## src/rtl/gpio_port_pkg.sv

```systemverilog
package gpio_port_pkg;
  localparam int unsigned REG_IDX_W = 3;

  typedef enum logic [REG_IDX_W-1:0] {
    REG_DIR  = 3'd0,
    REG_MASK = 3'd1,
    REG_PIN  = 3'd2,
    REG_SET  = 3'd3,
    REG_CLR  = 3'd4
  } gp_reg_e;
endpackage

```

## src/rtl/gpio_sync.sv

```systemverilog
module gpio_sync #(
  parameter int unsigned WIDTH  = 32,
  parameter int unsigned STAGES = 2
) (
  input  logic             clk,
  input  logic             rst_n,
  input  logic [WIDTH-1:0] d,
  output logic [WIDTH-1:0] q
);
  logic [WIDTH-1:0] stage_q [STAGES];

  always_ff @(posedge clk or negedge rst_n) begin
    if (!rst_n) begin
      for (int s = 0; s < STAGES; s++) stage_q[s] <= '0;
    end else begin
      stage_q[0] <= d;
      for (int s = 1; s < STAGES; s++) stage_q[s] <= stage_q[s-1];
    end
  end

  assign q = stage_q[STAGES-1];
endmodule

```

## src/rtl/gpio_port_regs.sv

```systemverilog
module gpio_port_regs
  import gpio_port_pkg::*;
#(
  parameter int unsigned WIDTH = 32
) (
  input  logic             clk,
  input  logic             rst_n,
  input  logic             wr_en,
  input  gp_reg_e          wr_sel,
  input  logic [WIDTH-1:0] wr_data,
  input  logic [WIDTH-1:0] lane_mask,
  output logic [WIDTH-1:0] dir_q,
  output logic [WIDTH-1:0] mask_q,
  output logic [WIDTH-1:0] lat_q
);
  logic [WIDTH-1:0] touch;
  assign touch = lane_mask & ~mask_q;

  always_ff @(posedge clk or negedge rst_n) begin
    if (!rst_n) begin
      dir_q  <= '0;
      mask_q <= '0;
      lat_q  <= '0;
    end else if (wr_en) begin
      case (wr_sel)
        REG_DIR:  dir_q  <= (dir_q  & ~lane_mask) | (wr_data & lane_mask);
        REG_MASK: mask_q <= (mask_q & ~lane_mask) | (wr_data & lane_mask);
        REG_PIN:  lat_q  <= (lat_q & ~touch) | (wr_data & touch);
        REG_SET:  lat_q  <= lat_q | (wr_data & touch);
        REG_CLR:  lat_q  <= lat_q & ~(wr_data & touch);
        default:  ;
      endcase
    end
  end

  // Latch bits under a set mask never move on the next edge.
  p_mask_guard_r2: assert property (@(posedge clk) disable iff (!rst_n)
    1'b1 |=> (((lat_q ^ $past(lat_q)) & $past(mask_q)) == '0));

  // A set write never lowers a latch bit.
  p_set_never_falls_r3: assert property (@(posedge clk) disable iff (!rst_n)
    (wr_en && wr_sel == REG_SET) |=> ((~lat_q & $past(lat_q)) == '0));

  // A clear write never raises a latch bit.
  p_clr_never_rises_r4: assert property (@(posedge clk) disable iff (!rst_n)
    (wr_en && wr_sel == REG_CLR) |=> ((lat_q & ~$past(lat_q)) == '0));

  // Disabled byte lanes of the direction register hold their value.
  p_lane_hold_r1: assert property (@(posedge clk) disable iff (!rst_n)
    (wr_en && wr_sel == REG_DIR) |=> (((dir_q ^ $past(dir_q)) & ~$past(lane_mask)) == '0));
endmodule

```

## src/rtl/gpio_masked_port.sv

```systemverilog
module gpio_masked_port
  import gpio_port_pkg::*;
#(
  parameter int unsigned WIDTH       = 32,
  parameter int unsigned SYNC_STAGES = 2
) (
  input  logic                 clk,
  input  logic                 rst_n,
  input  logic                 cmd_valid,
  output logic                 cmd_ready,
  input  logic                 cmd_we,
  input  logic [REG_IDX_W-1:0] cmd_addr,
  input  logic [31:0]          cmd_wdata,
  input  logic [3:0]           cmd_be,
  output logic                 rsp_valid,
  output logic [31:0]          rsp_rdata,
  input  logic [31:0]          pad_in,
  output logic [31:0]          pad_out,
  output logic [31:0]          pad_oe
);
  localparam int unsigned LANES = WIDTH / 8;

  gp_reg_e          sel;
  logic [WIDTH-1:0] lane_mask;
  logic [WIDTH-1:0] dir_q, mask_q, lat_q, pin_sync;
  logic [WIDTH-1:0] rd_mux;
  logic             wr_en, rd_en;

  assign cmd_ready = 1'b1;
  assign sel       = gp_reg_e'(cmd_addr);
  assign wr_en     = cmd_valid & cmd_we;
  assign rd_en     = cmd_valid & ~cmd_we;

  for (genvar l = 0; l < LANES; l++) begin : g_lane
    assign lane_mask[l*8 +: 8] = {8{cmd_be[l]}};
  end

  gpio_sync #(.WIDTH(WIDTH), .STAGES(SYNC_STAGES)) i_sync (
    .clk   (clk),
    .rst_n (rst_n),
    .d     (pad_in),
    .q     (pin_sync)
  );

  gpio_port_regs #(.WIDTH(WIDTH)) i_regs (
    .clk       (clk),
    .rst_n     (rst_n),
    .wr_en     (wr_en),
    .wr_sel    (sel),
    .wr_data   (cmd_wdata),
    .lane_mask (lane_mask),
    .dir_q     (dir_q),
    .mask_q    (mask_q),
    .lat_q     (lat_q)
  );

  always_comb begin
    case (sel)
      REG_DIR:  rd_mux = dir_q;
      REG_MASK: rd_mux = mask_q;
      REG_PIN:  rd_mux = pin_sync & ~mask_q;
      REG_SET:  rd_mux = lat_q;
      default:  rd_mux = '0;
    endcase
  end

  always_ff @(posedge clk or negedge rst_n) begin
    if (!rst_n) begin
      rsp_valid <= 1'b0;
      rsp_rdata <= '0;
    end else begin
      rsp_valid <= rd_en;
      if (rd_en) rsp_rdata <= rd_mux;
    end
  end

  assign pad_out = lat_q;
  assign pad_oe  = dir_q;

  p_rsp_follows_read_r9: assert property (@(posedge clk) disable iff (!rst_n)
    rd_en |=> rsp_valid);

  p_no_stray_rsp_r9: assert property (@(posedge clk) disable iff (!rst_n)
    !rd_en |=> !rsp_valid);

  p_pin_read_masked_r7: assert property (@(posedge clk) disable iff (!rst_n)
    (rd_en && sel == REG_PIN) |=> ((rsp_rdata & $past(mask_q)) == '0));

  p_clr_reads_zero_r8: assert property (@(posedge clk) disable iff (!rst_n)
    (rd_en && sel == REG_CLR) |=> (rsp_rdata == '0));
endmodule

```

## config.mk

```make
export PLATFORM = sky130hd
export DESIGN_NAME = gpio_masked_port
export DESIGN_NICKNAME = d
export VERILOG_FILES = /design/src/rtl/gpio_port_pkg.sv /design/src/rtl/gpio_sync.sv /design/src/rtl/gpio_port_regs.sv /design/src/rtl/gpio_masked_port.sv
export SDC_FILE = /design/constraint.sdc
export NUM_CORES = 1
export LEC_CHECK = 0
export BUFFER_PORTS_ARGS = -buffer_cell sky130_fd_sc_hd__buf_4
export CAP_MARGIN = 20
export CORE_UTILIZATION = 49
export DETAILED_ROUTE_END_ITERATION = 16
export GPL_TIMING_DRIVEN = 0
export PLACE_DENSITY_LB_ADDON = 0.1
export SLEW_MARGIN = 30
export SYNTH_ARGS = -nofsm -noshare
export SYNTH_HDL_FRONTEND = slang
export SYNTH_SLANG_ARGS = --single-unit
```

## constraint.sdc

```tcl
create_clock -name clk -period 2.5 [get_ports clk]
set_input_delay 0.25 -clock clk [delete_from_list [all_inputs] [get_ports clk]]
set_output_delay 0.25 -clock clk [all_outputs]
set_load 0.005 [all_outputs]
```

### Word-level counts from Yosys, hierarchy flattened

Index checks and enable logic that the tools add are counted.

* register bits: 193

* mux-type cells: 2
* bitwise operators: 19
* reductions and logical operators: 5
* equal/unequal tests: 4

Operators with widths (number)
* 32-bit bitwise AND: 8
* 32-bit NOT: 4
* 32-bit bitwise OR: 4
* 32-bit one-hot mux with 4 select lines: 1
* 32-bit one-hot mux with 3 select lines: 1
* 3-bit by 2-bit == test with 1-bit output, second input constant: 2
* 2-bit AND reduction: 3
* 3-bit by 1-bit == test with 1-bit output, second input constant: 1
* 3-bit == test, second input constant: 1
* 3-bit zero test: 1
* 3-bit nonzero test: 1
* 1-bit bitwise AND: 2
* 1-bit NOT: 1

### Depth between registers and ports, before layout

Gate-level depths: netlist of the first run.

* word-level depth: 6
* mapped depth: 7

### Modules after synthesis

A second synthesis of the first run with hierarchy kept.

* cell total of the unflattened synthesis: 723
* area, all modules: 9183.8 um^2

Modules (own cells, without submodules)
* gpio_port_regs: area each 5162.5 um^2, times used 1, cells an instance 478
* gpio_masked_port: area each 2179.6 um^2, times used 1, cells an instance 149
* gpio_sync: area each 1841.8 um^2, times used 1, cells an instance 96

### Least setup slack after synthesis of the first run

OpenSTA, ideal clock, no wires.

* path type: input -> register
* start: input cmd_addr[1]
* end: register (tool-made name)
* arrival: 1369 ps
* stages: 5
* slack: 1006 ps
* library setup time: 125 ps
* cell sequence: buf_2 nor2_2 and4b_1 buf_2 mux2_2

RTL lines
* start, declared: RTL line gpio_masked_port.sv:12 `input logic [REG_IDX_W-1:0] cmd_addr,`

### Final worst setup path of the first run

* start: input cmd_we
* end: register rsp_rdata[1]

* cells in the longest elaborated chain, start to end: 2

RTL lines
* start, declared: RTL line gpio_masked_port.sv:11 `input logic cmd_we,`
* 1-bit NOT: RTL line gpio_masked_port.sv:32 `assign rd_en = cmd_valid & ~cmd_we;`
* 1-bit bitwise AND: RTL line gpio_masked_port.sv:32
* end signal, assigned: RTL line gpio_masked_port.sv:73 `if (rd_en) rsp_rdata <= rd_mux;`
* end, declared: RTL line gpio_masked_port.sv:16 `output logic [31:0] rsp_rdata,`

No other way between the ends.
A chain may end at the register's enable or synchronous reset.

==> flow_summary.yaml, run 1 <==
timing:
  maxSlewViolCount: 0
  fin_setup_tns_ns: 0
  max_clock_freq_ghz: 0.614
  rsz0062_at_grt: "false"
  hold_viol: 0
  fin_skew_ns: 0.00833
  period_minus_slack_ns: 1.63
  worst_pin_slew_ns: 0.860
  slew_headroom_pct: 42.4
  hold_ws_ns: 0.0641
  setup_viol_count_final: 0
  timing.final.crit_share_pct: 65.2
drt:
  routedWlPerCell_um: 21.1
  drt-vias-per-instance: 5.87
  drt_iter0_drc: 537
  drc_errors: 0
  num_vias: 6499
  drt_wl_total_um: 23300
  postRouteAntennaNets: 0
  dr.pass1.iters: 5
floorplanning:
  die_y_um: 131
  die_w_um: 131
  coreArea_mm2: 0.0161
  initial_core_util_pct: 50.9
  ios: 173
  die_area_mm2: 0.0172
  row_count: 46
yosys:
  synth-seq-cells: 193
  synth_fa_ha_area_share_pct: 0
  async_reset_ff_share_pct: 100
  synth_warnings: 0
  synth_edf_count: 0
  synth_mux_area_share_pct: 8.82
  postSynthAreaPerCell_um2: 12.4
  synth_compound_area_share_pct: 18.5
  ys_top_cells_by_area: "dfrtp_1 (59%), mux2_2 (8.8%), a2111oi_0 (3.4%)"
  seq_area_frac_synth_pct: 59.1
  synth_top_area_cell: "dfrtp_1"
  ys_types: 37
  synth_ff_type: "dfrtp_1"
  syn-cell-area_mm2: 0.00817
  synthXorXnorAreaFrac_pct: 0
  synth_top_area_share_pct: 59.1
  synthSimpleGateAreaFrac_pct: 9.47
  syn_inst: 657
  syn_nets: 732
  synth_top_family_by_area: "compound AO/OA/AOI/OAI gates"
clocking:
  insertion_delay_ns: 0.44
  path_clk_slew_ns: 0.07
  cts_tree: "yes"
  clock_sinks: 193
  htreeDepth: 4
  clock-root-buffer: "clkbuf_16"
  cts_buffers: 17
  clk_path_buf_depth: 2
  cts-resized-gates: 0
power:
  power.leakage_nw: 5.03
  power_mw: 8.26
  power.density_mw_per_mm2: 772
  irDropWorstVdd_mv: 0.535
layout:
  design_area_mm2: 0.0107
  layout-drive-gt1-share_pct: 34.1
  fillCellCount: 1269
  final_cell_mix: "dfrtp_1 (193), buf_4 (170), mux2_2 (64)"
  seq_area_mm2: 0.00483
  fin_cells: 1108
  antenna_cells: 0
  layout_commonest_cell: "dfrtp_1"
  num-nets-final: 954
  synthToLayoutAreaGrowth_pct: 31.0
  multi_input_area_mm2: 0.00301
run_status:
  status: "complete, no violations"
worst_setup_path:
  path_class: "input port to flip-flop"
  crit_path_max_fanout: 10
  cp.arrival_ns: 2.00
  r2r_setup_slack_ns: 0.97
  endpoint_kind: "flip-flop"
  worstPathRequired_ns: 2.87
  critPathLaunchType: "input port"
placement:
  gp_congestion: 0.848
  dpl_cell_area_mm2: 0.00976
  placed_cells: 1043
  place.detailed.hpwl_um: 15600
  numPortBuffers: 168
grt:
  antenna_found_initial: 0
  grt_max_degree: 91
  grt_remaining_overflow: 0
  grt_pass1_vias: 6755
  grt_usage_pct: 28.5
  grt_pass1_wl_um: 37200
min_path:
  hold_class: "input port to flip-flop"
run:
  cap_violations: 0
-- repair_timing --
action / CTS / global route
setup buffers: 0 / 0
hold endpoints to repair: 63 / 0
hold buffers: 33 / 0
-- logic make-up after synthesis --
| logic type | after synthesis |
|---|---|
| simple gates | 129 |
| mux | 64 |
| other cells | 1 |
| compound gates | 204 |
| buf+inv | 66 |
| flops | 193 |
-- final cells by class --
| cell class | count | area share (%) |
|---|---|---|
| clock buffer | 22 | 4.52 |
| timing repair buffer | 203 | 15.5 |
| tap | 216 | 2.52 |
| sequential | 193 | 45.1 |
| inverter | 15 | 0.526 |
| clock inverter | 10 | 1.18 |
| buffer | 51 | 2.59 |
| multi-input combinational | 398 | 28.1 |
-- power breakdown --
part	switching [mW]	internal, mW	total [mW]
Combinational	0.649	0.895	1.54
Clock	1.19	1.59	2.78
Sequential	0.381	3.56	3.94
Total	2.22	6.05	8.26
-- critical path: stages --
cell and delay, ns:
buf_4 0.09, nand2b_1 0.10, buf_2 0.25, clkbuf_1 0.50, clkbuf_1 0.59, a21o_1 0.22
-- layer usage --
layer / track usage [%] / up-vias / part of all wire (%)
li1: - / 2876 / -
met1: 38.2 / 3297 / 43
met2: 45.5 / 295 / 48
met3: 6.40 / 31 / 7.0
met4: 10.1 / 0 / 1.7
met5: 0 / - / 0
-- stage by stage --
step	utilization [%]	setup WS (ns)
4_1_cts	66.7	0.942
6_report	66.7	0.871
2_1_floorplan	-	1.01
3_5_place_dp	60.8	0.510
5_1_grt	66.7	0.808
3_3_place_gp	60.4	0.0264
-- synth_stat cells (6+ instances only) --
cell type,count
dfrtp_1,193
nand2b_1,9
nand3_1,15
nor2b_1,37
inv_1,15
nand3b_1,10
mux2_2,64
a211oi_1,32
clkbuf_1,15
buf_2,22
a21oi_1,33
a21o_1,32
o2111ai_1,14
nand2_1,13
a22oi_1,15
nor2_1,16
nor3b_1,17
o21ai_0,7
a2111oi_0,32
buf_6,6
o31ai_1,16
o2bb2ai_1,16
-- path summary, 6_finish.rpt --
kind                                    start                  to  cells after the start
setup reg to reg                    flip-flop       rsp_rdata[21]                      4
min in group asynchronous               rst_n         i_sync.q[4]                      2
hold reg to reg            i_sync.stage_q[36]         i_sync.q[4]                      0
max in group asynchronous               rst_n  i_sync.stage_q[61]                      3
setup / recovery                       cmd_we        rsp_rdata[1]                      6
hold / removal                  cmd_wdata[15]    i_regs.lat_q[15]                      3
No activity file was read; power rests on OpenSTA's default activity.
==> run 2, diff against run 1 <==
==> constraint.sdc (replaced) <==
create_clock -name clk -period 1.36 [get_ports clk]
set_input_delay 0.136 -clock clk [delete_from_list [all_inputs] [get_ports clk]]
set_output_delay 0.136 -clock clk [all_outputs]
set_load 0.005 [all_outputs]
==> flow_summary.yaml, run 2 (synthesized netlist as in run 1, its figures left out) <==
layout:
  num-nets-final: 989
  design_area_mm2: 0.0112
  layout-drive-gt1-share_pct: 35.7
  antenna_cells: 0
  fin_cells: 1141
  utilization_pct: 69.5
  layout_commonest_cell: "dfrtp_1"
  final_cell_mix: "dfrtp_1 (193), buf_4 (172), dlygate4sd3_1 (65)"
  synthToLayoutAreaGrowth_pct: 36.6
grt:
  grt_remaining_overflow: 0
  grt_pass1_wl_um: 37700
  grt_max_degree: 84
  grt_pass1_vias: 6810
  antenna_found_initial: 0
  grt_usage_pct: 28.7
min_path:
  holdPathStages: 3
  min-delay-start: "cmd_be[2]"
  hold_class: "input port to flip-flop"
  whs_endpoint: "i_regs.lat_q[18]"
floorplanning:
  row_count: 46
  coreArea_mm2: 0.0161
  ios: 173
  die_y_um: 131
  die_w_um: 131
  die_area_mm2: 0.0172
  initial_core_util_pct: 50.9
timing:
  setup_viol_count_final: 0
  slew_headroom_pct: 42.5
  timing.final.crit_share_pct: 99.9
  period_minus_slack_ns: 1.36
  finalWorstSetupSlack_ns: 0.00120
  fin_setup_tns_ns: 0
  maxSlewViolCount: 0
  hold_viol: 0
  hold_ws_ns: 0.0665
  max_clock_freq_ghz: 0.736
  worst_pin_slew_ns: 0.862
  fin_skew_ns: 0.00735
worst_setup_path:
  critical-path-top-delay-family: "compound AO/OA/AOI/OAI gates"
  cp_slowest_cell: "a2111oi_1"
  crit_path_max_fanout: 5
  endpoint_kind: "flip-flop"
  crit_buf_inv: 0
  r2r_setup_slack_ns: 0.001
  worstPathRequired_ns: 1.73
  path_class: "flip-flop to flip-flop"
  crit-reg2reg-capture: "rsp_rdata[0]"
  critPathLaunchType: "flip-flop"
  r2r_cells: 4
  cp_slowest_stage_delay_ns: 0.46
  cp.arrival_ns: 1.73
  path_cells: "nor3b_1 -> a21oi_1 -> a2111oi_1 -> a21o_1"
drt:
  drt-vias-per-instance: 5.81
  drt_iter0_drc: 578
  num_vias: 6632
  postRouteAntennaNets: 0
  dr.pass1.iters: 7
  drt_wl_total_um: 24100
  drc_errors: 0
  routedWlPerCell_um: 21.1
power:
  power_mw: 15.1
  p_comb_share_pct: 20.2
  seqPwrFrac_pct: 48.3
  irDropWorstVdd_mv: 0.957
  p_int_mw: 11.0
  pwr-share-clk_pct: 31.6
  switchingPower_mw: 4.06
  power.leakage_nw: 5.20
  swShare_pct: 27.0
  power.density_mw_per_mm2: 1350
clocking:
  insertion_delay_ns: 0.43
  clk_path_buf_depth: 2
  cts_tree: "yes"
  clock_sinks: 193
  cts_buffers: 17
  clock-root-buffer: "clkbuf_16"
  path_clk_slew_ns: 0.07
  htreeDepth: 4
placement:
  place.detailed.hpwl_um: 15700
  placed_cells: 1043
  gp_congestion: 0.836
  dpl_cell_area_mm2: 0.00977
  numPortBuffers: 168
  place_ws_ns: -0.645
run_status:
  status: "complete, no violations"
run:
  cap_violations: 0
## run 2: changes by cell type in the layout (fill, tap and decap cells not counted), moves of 2 or more
cell | before | now
dlygate4sd3_1 | 33 | 65
a2111oi_0 | 32 | 9
a2111oi_2 | 0 | 15
a2111oi_1 | 0 | 8
nor3b_1 | 17 | 10
nor3b_2 | 1 | 8
clkbuf_2 | 2 | 8
clkinv_4 | 4 | 1
buf_4 | 170 | 172
clkbuf_1 | 16 | 14
clkinvlp_4 | 3 | 1
## run 2: how the worst max path moves through the flow
| stage | endpoint | start | slack [ns] | cells after the start |
|---|---|---|---|---|
| 2_1_floorplan | i_regs.lat_q[29] | cmd_addr[1] | 0.03 | 7 |
| 3_3_place_gp | i_sync.stage_q[54] | rst_n | -1.01 | 1 |
| 4_1_cts | rsp_rdata[1] | flip-flop | -0.001 | 4 |
| 6_report | rsp_rdata[0] | flip-flop | 0.001 | 4 |
| 3_5_place_dp | i_regs.lat_q[3] | cmd_addr[1] | -0.64 | 5 |
| 5_1_grt | rsp_rdata[12] | flip-flop | -0.07 | 4 |
## run 2: timing repair
item | CTS | global route
pin swaps | 0 | 9
hold endpoints to repair | 223 | 0
buffers inserted | 0 | 2
setup endpoints to repair | 30 | 115
hold buffers | 65 | 0
resized for setup | 11 | 44
gates cloned | 0 | 1
## run 2: final cells by class
cell class	instances	area [µm²]
sequential	193	4830
timing repair buffer	238	2010
clock inverter	4	51.3
clock buffer	26	499
buffer	51	285
multi-input combinational	398	3150
fill	1181	4900
tap	216	270
inverter	15	56.3
## run 2: tightest hold or removal path, delay by kind of cell
family / cells / cell delay [ns]
buf+inv: 1 / 0.15
compound gates: 2 / 0.18
## run 2: power groups by stage
stage | logic, mW | clock network [mW] | registers, mW
finish | 3.03 | 4.75 | 7.27
floorplan | 1.25 | 0 | 7.19
CTS | 2.96 | 4.81 | 7.23
detailed placement | 2.78 | 0 | 7.32
global route | 3.28 | 5.07 | 7.36
global placement | 2.64 | 0 | 7.27
## run 2: layer usage
layer / wire [µm] / vias to the layer above / track usage [%] / part of all wire [%]
li1: - / 2959 / - / -
met1: 10400 / 3337 / 39.4 / 43
met2: 11800 / 292 / 45.7 / 49
met5: 0 / - / 0 / 0
met3: 1490 / 44 / 5.63 / 6.2
met4: 413 / 0 / 9.41 / 1.7
